`config.mk`:
```
export PLATFORM = sky130hd
export DESIGN_NAME = irq_event_queue
export DESIGN_NICKNAME = d
export VERILOG_FILES = /design/src/rtl/irq_event_queue_pkg.sv /design/src/rtl/irq_event_queue_arb.sv /design/src/rtl/irq_event_queue_ring.sv /design/src/rtl/irq_event_queue_regs.sv /design/src/rtl/irq_event_queue.sv
export SDC_FILE = /design/constraint.sdc
export NUM_CORES = 1
export LEC_CHECK = 0
export BUFFER_PORTS_ARGS = -buffer_cell sky130_fd_sc_hd__buf_2
export CAP_MARGIN = 20
export CELL_PAD_IN_SITES_DETAIL_PLACEMENT = 1
export CELL_PAD_IN_SITES_GLOBAL_PLACEMENT = 2
export CORE_AREA = 2 2 223 279
export CTS_BUF_LIST = sky130_fd_sc_hd__clkbuf_16
export DETAILED_ROUTE_END_ITERATION = 8
export DIE_AREA = 0 0 225 281
export HOLD_SLACK_MARGIN = 0.1
export PLACE_DENSITY = 0.77
export RECOVER_POWER = 50
export SYNTH_ARGS = -nofsm -noshare
export SYNTH_HDL_FRONTEND = slang
export SYNTH_SLANG_ARGS = --single-unit
```
`constraint.sdc`:
```
create_clock -name clk -period 3.7 [get_ports clk]
set_clock_uncertainty 0.1 [all_clocks]
set_input_delay 0 -clock clk [delete_from_list [all_inputs] [get_ports clk]]
set_output_delay 0 -clock clk [all_outputs]
set_load 0.01 [all_outputs]
```
`src/rtl/irq_event_queue_pkg.sv`:
```
// Package: entry layout and event register layout of the interrupt event queue.
package irq_event_queue_pkg;
    localparam int ENTRY_W   = 16;
    localparam int VALID_BIT = 15;
    localparam int WRAP_BIT  = 14;
    localparam int CH_LSB    = 4;
    localparam int CH_W      = 6;
    localparam int EV_W      = 4;
    localparam int FRAME_BIT = 0;
    localparam int EVT_W     = 2;
    localparam int EVT_GINT  = 0;
    localparam int EVT_OVF   = 1;
endpackage

```
`src/rtl/irq_event_queue_arb.sv`:
```
// Fixed-priority arbiter: grants the lowest-numbered request while enabled.
// Assumes N >= 2. The grant is one-hot and purely combinational.
module irq_event_queue_arb #(
    parameter int N     = 64,
    localparam int IDX_W = $clog2(N)
) (
    input  logic [N-1:0]     req,
    input  logic             en,
    output logic [N-1:0]     gnt,
    output logic             any,
    output logic [IDX_W-1:0] idx
);
    logic [N:0] seen;

    assign seen[0] = 1'b0;
    // Ripple chain: a request blocks every higher-numbered one.
    for (genvar g = 0; g < N; g++) begin : g_chain
        assign gnt[g]    = en & req[g] & ~seen[g];
        assign seen[g+1] = seen[g] | req[g];
    end

    assign any = |gnt;

    // Encode the one-hot grant into a channel index.
    always_comb begin
        idx = '0;
        for (int i = 0; i < N; i++) begin
            if (gnt[i]) idx = IDX_W'(i);
        end
    end
endmodule

```
`src/rtl/irq_event_queue_ring.sv`:
```
// Table memory: DEPTH words. The host write stores a word as given, while the
// hardware write ORs into the stored word. Assumes the two never coincide
// (the top blocks grants while the host writes the table). Two combinational
// read ports.
module irq_event_queue_ring
    import irq_event_queue_pkg::*;
#(
    parameter int DEPTH  = 16,
    localparam int PTR_W = $clog2(DEPTH)
) (
    input  logic               clk,
    input  logic               rst_n,
    input  logic               hw_we,
    input  logic [PTR_W-1:0]   hw_addr,
    input  logic [ENTRY_W-1:0] hw_word,
    input  logic               sw_we,
    input  logic [PTR_W-1:0]   sw_addr,
    input  logic [ENTRY_W-1:0] sw_word,
    input  logic [PTR_W-1:0]   rd_addr_a,
    output logic [ENTRY_W-1:0] rd_word_a,
    input  logic [PTR_W-1:0]   rd_addr_b,
    output logic [ENTRY_W-1:0] rd_word_b
);
    logic [ENTRY_W-1:0] mem [DEPTH];

    // Reset to a cleared table with the wrap flag in the last slot; otherwise store or OR.
    always_ff @(posedge clk) begin
        if (!rst_n) begin
            for (int i = 0; i < DEPTH; i++) begin
                mem[i] <= (i == DEPTH - 1) ? ENTRY_W'(1 << WRAP_BIT) : '0;
            end
        end else if (sw_we) begin
            mem[sw_addr] <= sw_word;
        end else if (hw_we) begin
            mem[hw_addr] <= mem[hw_addr] | hw_word;
        end
    end

    assign rd_word_a = mem[rd_addr_a];
    assign rd_word_b = mem[rd_addr_b];
endmodule

```
`src/rtl/irq_event_queue_regs.sv`:
```
// Event, mask and threshold registers plus the frame counter.
// Event bits are write-1-to-clear, and a set in the same cycle wins over the clear.
module irq_event_queue_regs
    import irq_event_queue_pkg::*;
#(
    parameter int THR_W = 8
) (
    input  logic             clk,
    input  logic             rst_n,
    input  logic             clr_we,
    input  logic [EVT_W-1:0] clr_bits,
    input  logic             mask_we,
    input  logic [EVT_W-1:0] mask_wdata,
    input  logic             thr_we,
    input  logic [THR_W-1:0] thr_wdata,
    input  logic             frame_done,
    input  logic             drop,
    output logic [EVT_W-1:0] evt,
    output logic [EVT_W-1:0] mask,
    output logic [THR_W-1:0] thr,
    output logic             irq
);
    logic [THR_W-1:0] cnt;
    logic [THR_W:0]   cnt_inc;
    logic [THR_W:0]   thr_eff;
    logic             hit;
    logic [EVT_W-1:0] set_bits;

    // Threshold zero behaves like one; hit when this frame completes the count.
    always_comb begin
        thr_eff = (thr == '0) ? (THR_W+1)'(1) : {1'b0, thr};
        cnt_inc = {1'b0, cnt} + (THR_W+1)'(1);
        hit     = frame_done && (cnt_inc >= thr_eff);
        set_bits           = '0;
        set_bits[EVT_GINT] = hit;
        set_bits[EVT_OVF]  = drop;
    end

    // Frame counter: count frames, restart on a hit.
    always_ff @(posedge clk) begin
        if (!rst_n)          cnt <= '0;
        else if (frame_done) cnt <= hit ? '0 : cnt_inc[THR_W-1:0];
    end

    // Event register: write-1-to-clear first, hardware sets on top.
    always_ff @(posedge clk) begin
        if (!rst_n) evt <= '0;
        else        evt <= (clr_we ? (evt & ~clr_bits) : evt) | set_bits;
    end

    // Mask and threshold registers written by the host.
    always_ff @(posedge clk) begin
        if (!rst_n) begin
            mask <= '0;
            thr  <= THR_W'(1);
        end else begin
            if (mask_we) mask <= mask_wdata;
            if (thr_we)  thr  <= thr_wdata;
        end
    end

    assign irq = |(evt & mask);
endmodule

```
`src/rtl/irq_event_queue.sv`:
```
// Top of the interrupt event queue. It grants one channel event per clock,
// logs it into the ring at the write pointer, or drops it when the slot is
// still valid. Assumes NUM_CH <= 64, DEPTH a power of two, THR_W <= 16.
module irq_event_queue
    import irq_event_queue_pkg::*;
#(
    parameter int NUM_CH  = 64,
    parameter int DEPTH   = 16,
    parameter int THR_W   = 8,
    localparam int PTR_W  = $clog2(DEPTH),
    localparam int ADDR_W = $clog2(DEPTH + 3),
    localparam int IDX_W  = $clog2(NUM_CH)
) (
    input  logic                   clk,
    input  logic                   rst_n,
    input  logic [NUM_CH-1:0]      ev_req,
    input  logic [NUM_CH*EV_W-1:0] ev_bits,
    output logic [NUM_CH-1:0]      ev_ack,
    input  logic                   hst_wr,
    input  logic [ADDR_W-1:0]      hst_addr,
    input  logic [ENTRY_W-1:0]     hst_wdata,
    output logic [ENTRY_W-1:0]     hst_rdata,
    output logic                   irq
);
    localparam logic [ADDR_W-1:0] A_EVT  = ADDR_W'(DEPTH);
    localparam logic [ADDR_W-1:0] A_MASK = ADDR_W'(DEPTH + 1);
    localparam logic [ADDR_W-1:0] A_THR  = ADDR_W'(DEPTH + 2);

    logic               tab_wr;
    logic               any_gnt;
    logic [IDX_W-1:0]   gnt_idx;
    logic [PTR_W-1:0]   wptr;
    logic [ENTRY_W-1:0] slot_word;
    logic [ENTRY_W-1:0] host_word;
    logic [ENTRY_W-1:0] new_word;
    logic [EV_W-1:0]    sel_bits;
    logic               take;
    logic               drop;
    logic               frame_done;
    logic [EVT_W-1:0]   evt;
    logic [EVT_W-1:0]   mask;
    logic [THR_W-1:0]   thr;

    // A host write to the table takes the cycle from the event writer.
    assign tab_wr = hst_wr && (hst_addr < A_EVT);

    irq_event_queue_arb #(.N(NUM_CH)) i_arb (
        .req (ev_req),
        .en  (!tab_wr),
        .gnt (ev_ack),
        .any (any_gnt),
        .idx (gnt_idx)
    );

    // Build the entry for the granted channel; decide between write and drop.
    always_comb begin
        sel_bits   = ev_bits[gnt_idx*EV_W +: EV_W];
        new_word   = '0;
        new_word[VALID_BIT]              = 1'b1;
        new_word[CH_LSB +: CH_W]         = CH_W'(gnt_idx);
        new_word[EV_W-1:0]               = sel_bits;
        take       = any_gnt && !slot_word[VALID_BIT];
        drop       = any_gnt &&  slot_word[VALID_BIT];
        frame_done = take && sel_bits[FRAME_BIT];
    end

    irq_event_queue_ring #(.DEPTH(DEPTH)) i_ring (
        .clk       (clk),
        .rst_n     (rst_n),
        .hw_we     (take),
        .hw_addr   (wptr),
        .hw_word   (new_word),
        .sw_we     (tab_wr),
        .sw_addr   (hst_addr[PTR_W-1:0]),
        .sw_word   (hst_wdata),
        .rd_addr_a (wptr),
        .rd_word_a (slot_word),
        .rd_addr_b (hst_addr[PTR_W-1:0]),
        .rd_word_b (host_word)
    );

    // Write pointer: advance after a write, back to base after a wrap-flagged or last slot.
    always_ff @(posedge clk) begin
        if (!rst_n) begin
            wptr <= '0;
        end else if (take) begin
            if (slot_word[WRAP_BIT] || wptr == PTR_W'(DEPTH - 1)) wptr <= '0;
            else                                                 wptr <= wptr + PTR_W'(1);
        end
    end

    irq_event_queue_regs #(.THR_W(THR_W)) i_regs (
        .clk        (clk),
        .rst_n      (rst_n),
        .clr_we     (hst_wr && hst_addr == A_EVT),
        .clr_bits   (hst_wdata[EVT_W-1:0]),
        .mask_we    (hst_wr && hst_addr == A_MASK),
        .mask_wdata (hst_wdata[EVT_W-1:0]),
        .thr_we     (hst_wr && hst_addr == A_THR),
        .thr_wdata  (hst_wdata[THR_W-1:0]),
        .frame_done (frame_done),
        .drop       (drop),
        .evt        (evt),
        .mask       (mask),
        .thr        (thr),
        .irq        (irq)
    );

    // Host read multiplexer over table slots and registers.
    always_comb begin
        hst_rdata = '0;
        if (hst_addr < A_EVT)        hst_rdata = host_word;
        else if (hst_addr == A_EVT)  hst_rdata = ENTRY_W'(evt);
        else if (hst_addr == A_MASK) hst_rdata = ENTRY_W'(mask);
        else if (hst_addr == A_THR)  hst_rdata = ENTRY_W'(thr);
    end
endmodule

```
==> results_dict.tcl <==
set metrics [dict create \
    status "complete, but fails checks" \
    violations "capacitance limit, slew limit, setup timing" \
    vias 19300 \
    dp_hpwl_um 76200 \
    tightestPinTransition_ns 2.00 \
    portBuffers 424 \
    synthTopCellsByArea "edfxtp_1, mux4_2, nor2_1" \
    cts_tree "built" \
    coreArea_mm2 0.0605 \
    cts_root_buf "clkbuf_16" \
    critPathCaptureType "flip-flop" \
    grt_use_total 0.307 \
    die_h_um 281 \
    synth_top_area_frac 0.401 \
    min_period_ns 3.82 \
    synth_common_cells "nor2_1, nand2_1, edfxtp_1" \
    synth_compound_area_frac 0.0722 \
    dr.pass1.iters 5 \
    overflow 0 \
    synth_xor_area_frac 0.00274 \
    die_area_mm2 0.0632 \
    yosysUniqueCellTypes 87 \
    p_leak_nw 11.0 \
    synthAdderAreaFrac 0.00652 \
    fmax_mhz 262 \
    grt_max_degree 51 \
    place_area_mm2 0.0250 \
    rsz0062_at_grt "true" \
    drt_wl_total_um 99500 \
    yosysMostFrequentCell "nor2_1" \
    drt_iter0_markers 1925 \
    synth_enable_flop_cells 256 \
    hp-class "input pin to flip-flop" \
    htree_levels 1 \
    syn2layout_area_growth_pct 39.8 \
    crit_arrival_ns 4.18 \
    setup_tns_ns -1.55 \
    slew_headroom -0.331 \
    cts.sinks 284 \
    place_congestion 1.07 \
    yosys_register_bits 284 \
    postSynthAreaPerCell_um2 10.5 \
    critPathKind "input pin to flip-flop" \
    worst-path-buf-inv 8 \
    synth_area_mm2 0.0192 \
    critical-path-slowest-cell "or4_4" \
    path_delay_family "simple AND/OR/NAND/NOR gates" \
    path_clk_slew_ns 0.07 \
    drive_above_1_share 0.431 \
    powerDensity_mw_per_mm2 341 \
    ys_seq_area_frac 0.430 \
    pre_cts_slack_ns -1.09 \
    grt_pass1_vias 20500 \
    clock_latency_ns 0.60 \
    drv_cap 1 \
    synth_area_leader_cell "edfxtp_1" \
    ant_nets 0 \
    cts-buffers-inserted 30 \
    wire_per_inst_um 29.7 \
    grt_pass1_wl_um 140000 \
    startpoint_type "input pin" \
    cp_slowest_stage_delay_ns 0.55 \
    ff_latch_area_mm2 0.00825 \
    io_pins 425 \
    antenna_found_initial 9 \
    drc 0 \
    ir_drop_mv 0.424 \
    crit_fanout 13 \
    rows 101 \
    yosys.area_share.simple 0.238 \
    cts_buffer_depth 3 \
    synth_top_family_by_area "simple AND/OR/NAND/NOR gates" \
    multi_input_area_mm2 0.0107 \
    muxShareOfSynthArea 0.207 \
    ys_async_sr_fraction 0 \
    syn_inst 1826 \
    critical_path.cell_chain "buf_6 > or4_4 > nor4_4 > nand4_1 > nor4_4 > a311o_2 > buf_6 > buf_6 > nor3_4 > buf_4 > buf_12 > buf_4 > nand3_2 > a21boi_2 > nor4_4 > buf_4 > a41oi_4 > a31oi_4 > clkbuf_16 > nor2b_4" \
    ys.flop_type "edfxtp_1" \
    final_area_mm2 0.0268 \
    period_share 1.03 \
    num-fill-cells 6827 \
    fin_nets 2900 \
    ys_warn_count 0 \
    drv_slew 21 \
    die_w_um 225 \
    initial_core_util 0.317 \
    cp_data_required_time_ns 4.06 \
    setup_ws_ns -0.120 \
    hold_viol 0 \
    via_per_inst 5.78 \
    synth_nets 2180 \
    setup_viol 16 \
]
[flip-flops by register name, summed over array words and instances, names as in the netlist, named ones only]
name	flops
i_ring.mem	256
i_regs.cnt	8
i_regs.thr	8
wptr	4
i_regs.evt	2
i_regs.mask	2
[per-layer routing]
metal / wire [um] / global-route usage
met3: 7700 / 0.0473
met4: 4800 / 0.143
met1: 37100 / 0.364
met2: 49900 / 0.542
met5: 32 / 0
[kinds of logic (layout without fill, tap and decap cells)]
| group | count (synthesis) | after routing |
|---|---|---|
| other | 0 | 7 |
| and+or+nand+nor | 954 | 954 |
| buffers and inverters | 189 | 931 |
| muxes | 196 | 196 |
| DFF | 284 | 284 |
| AOI/OAI and AO/OA | 187 | 187 |
| adders and majority gates | 10 | 10 |
| xor gates and xnor gates | 6 | 6 |
[worst reg2reg max path, stage by stage, from the launching register on]
cell	delay, ns
dfxtp_4	0.42
mux4_2	0.53
mux4_2	0.54
nor2b_2	0.18
buf_4	0.18
and2_2	0.22
nor3b_1	0.07
a31oi_1	0.34
or2_2	0.26
buf_4	0.30
nor2_1	0.08
[path summary, 6_finish.rpt]
path | startpoint | to | slack, ns | cells after the start
worst max-delay path | ev_req[35] | i_ring.mem[9][1] | -0.12 | 20
worst min-delay path | ev_req[16] | i_regs.evt[1] | 0.23 | 7
worst max register to register | flip-flop | i_ring.mem[5][8] | 0.21 | 10
worst min register to register | i_regs.cnt[1] | i_regs.cnt[1] | 0.39 | 2
[stage by stage]
step / instances / hold WS (ns) / util / total power, mW
floorplan: 1826 / -0.0505 / - / 5.04
global placement: 3229 / 0.234 / 0.414 / 6.12
detailed placement: 3229 / 0.245 / 0.414 / 6.18
CTS: 3317 / 0.206 / 0.435 / 9.05
global route: 3347 / 0.273 / 0.443 / 9.43
finish: 3347 / 0.228 / 0.443 / 9.14
[layout by cell type (no fill, tap or decap), drive strengths merged, types with 15 or more instances in the layout]
cell type | Yosys | layout
buf | 62 | 766
nor2 | 287 | 287
nand2 | 263 | 263
edfxtp | 256 | 256
mux4 | 160 | 160
nand3 | 124 | 124
clkbuf | 86 | 74
nor2b | 50 | 50
inv | 41 | 48
nor3 | 39 | 39
and3 | 38 | 38
a21oi | 32 | 32
dfxtp | 28 | 28
o21ai | 28 | 28
dlygate4sd3 | 0 | 26
mux2i | 26 | 26
nor4 | 25 | 25
nand4 | 19 | 19
or2 | 19 | 19
and2 | 18 | 18
a21boi | 17 | 17
a31oi | 15 | 15
[where the power goes]
group	total [mW]	switching (mW)	internal, mW
Combinational	2.48	1.30	1.18
Sequential	3.77	0.104	3.67
Clock	2.88	1.34	1.55
Total	9.14	2.74	6.39
[layout make-up]
type / instances / share of cell area
tap: 772 / 0.0360
inverter: 41 / 0.00573
clock buffer: 30 / 0.0280
multi-input combinational: 1353 / 0.400
sequential: 284 / 0.308
timing repair buffer: 836 / 0.216
antenna: 7 / 0.000653
clock inverter: 24 / 0.00606
[what timing repair did]
item	in CTS	in global routing
hold endpoints to repair	310	0
gates resized for setup	11	79
buffers inserted	9	21
gates cloned	0	2
hold buffers	26	0
pin swaps	9	33
endpoints found under the setup margin	52	494
(Power assumes the default switching activity.)
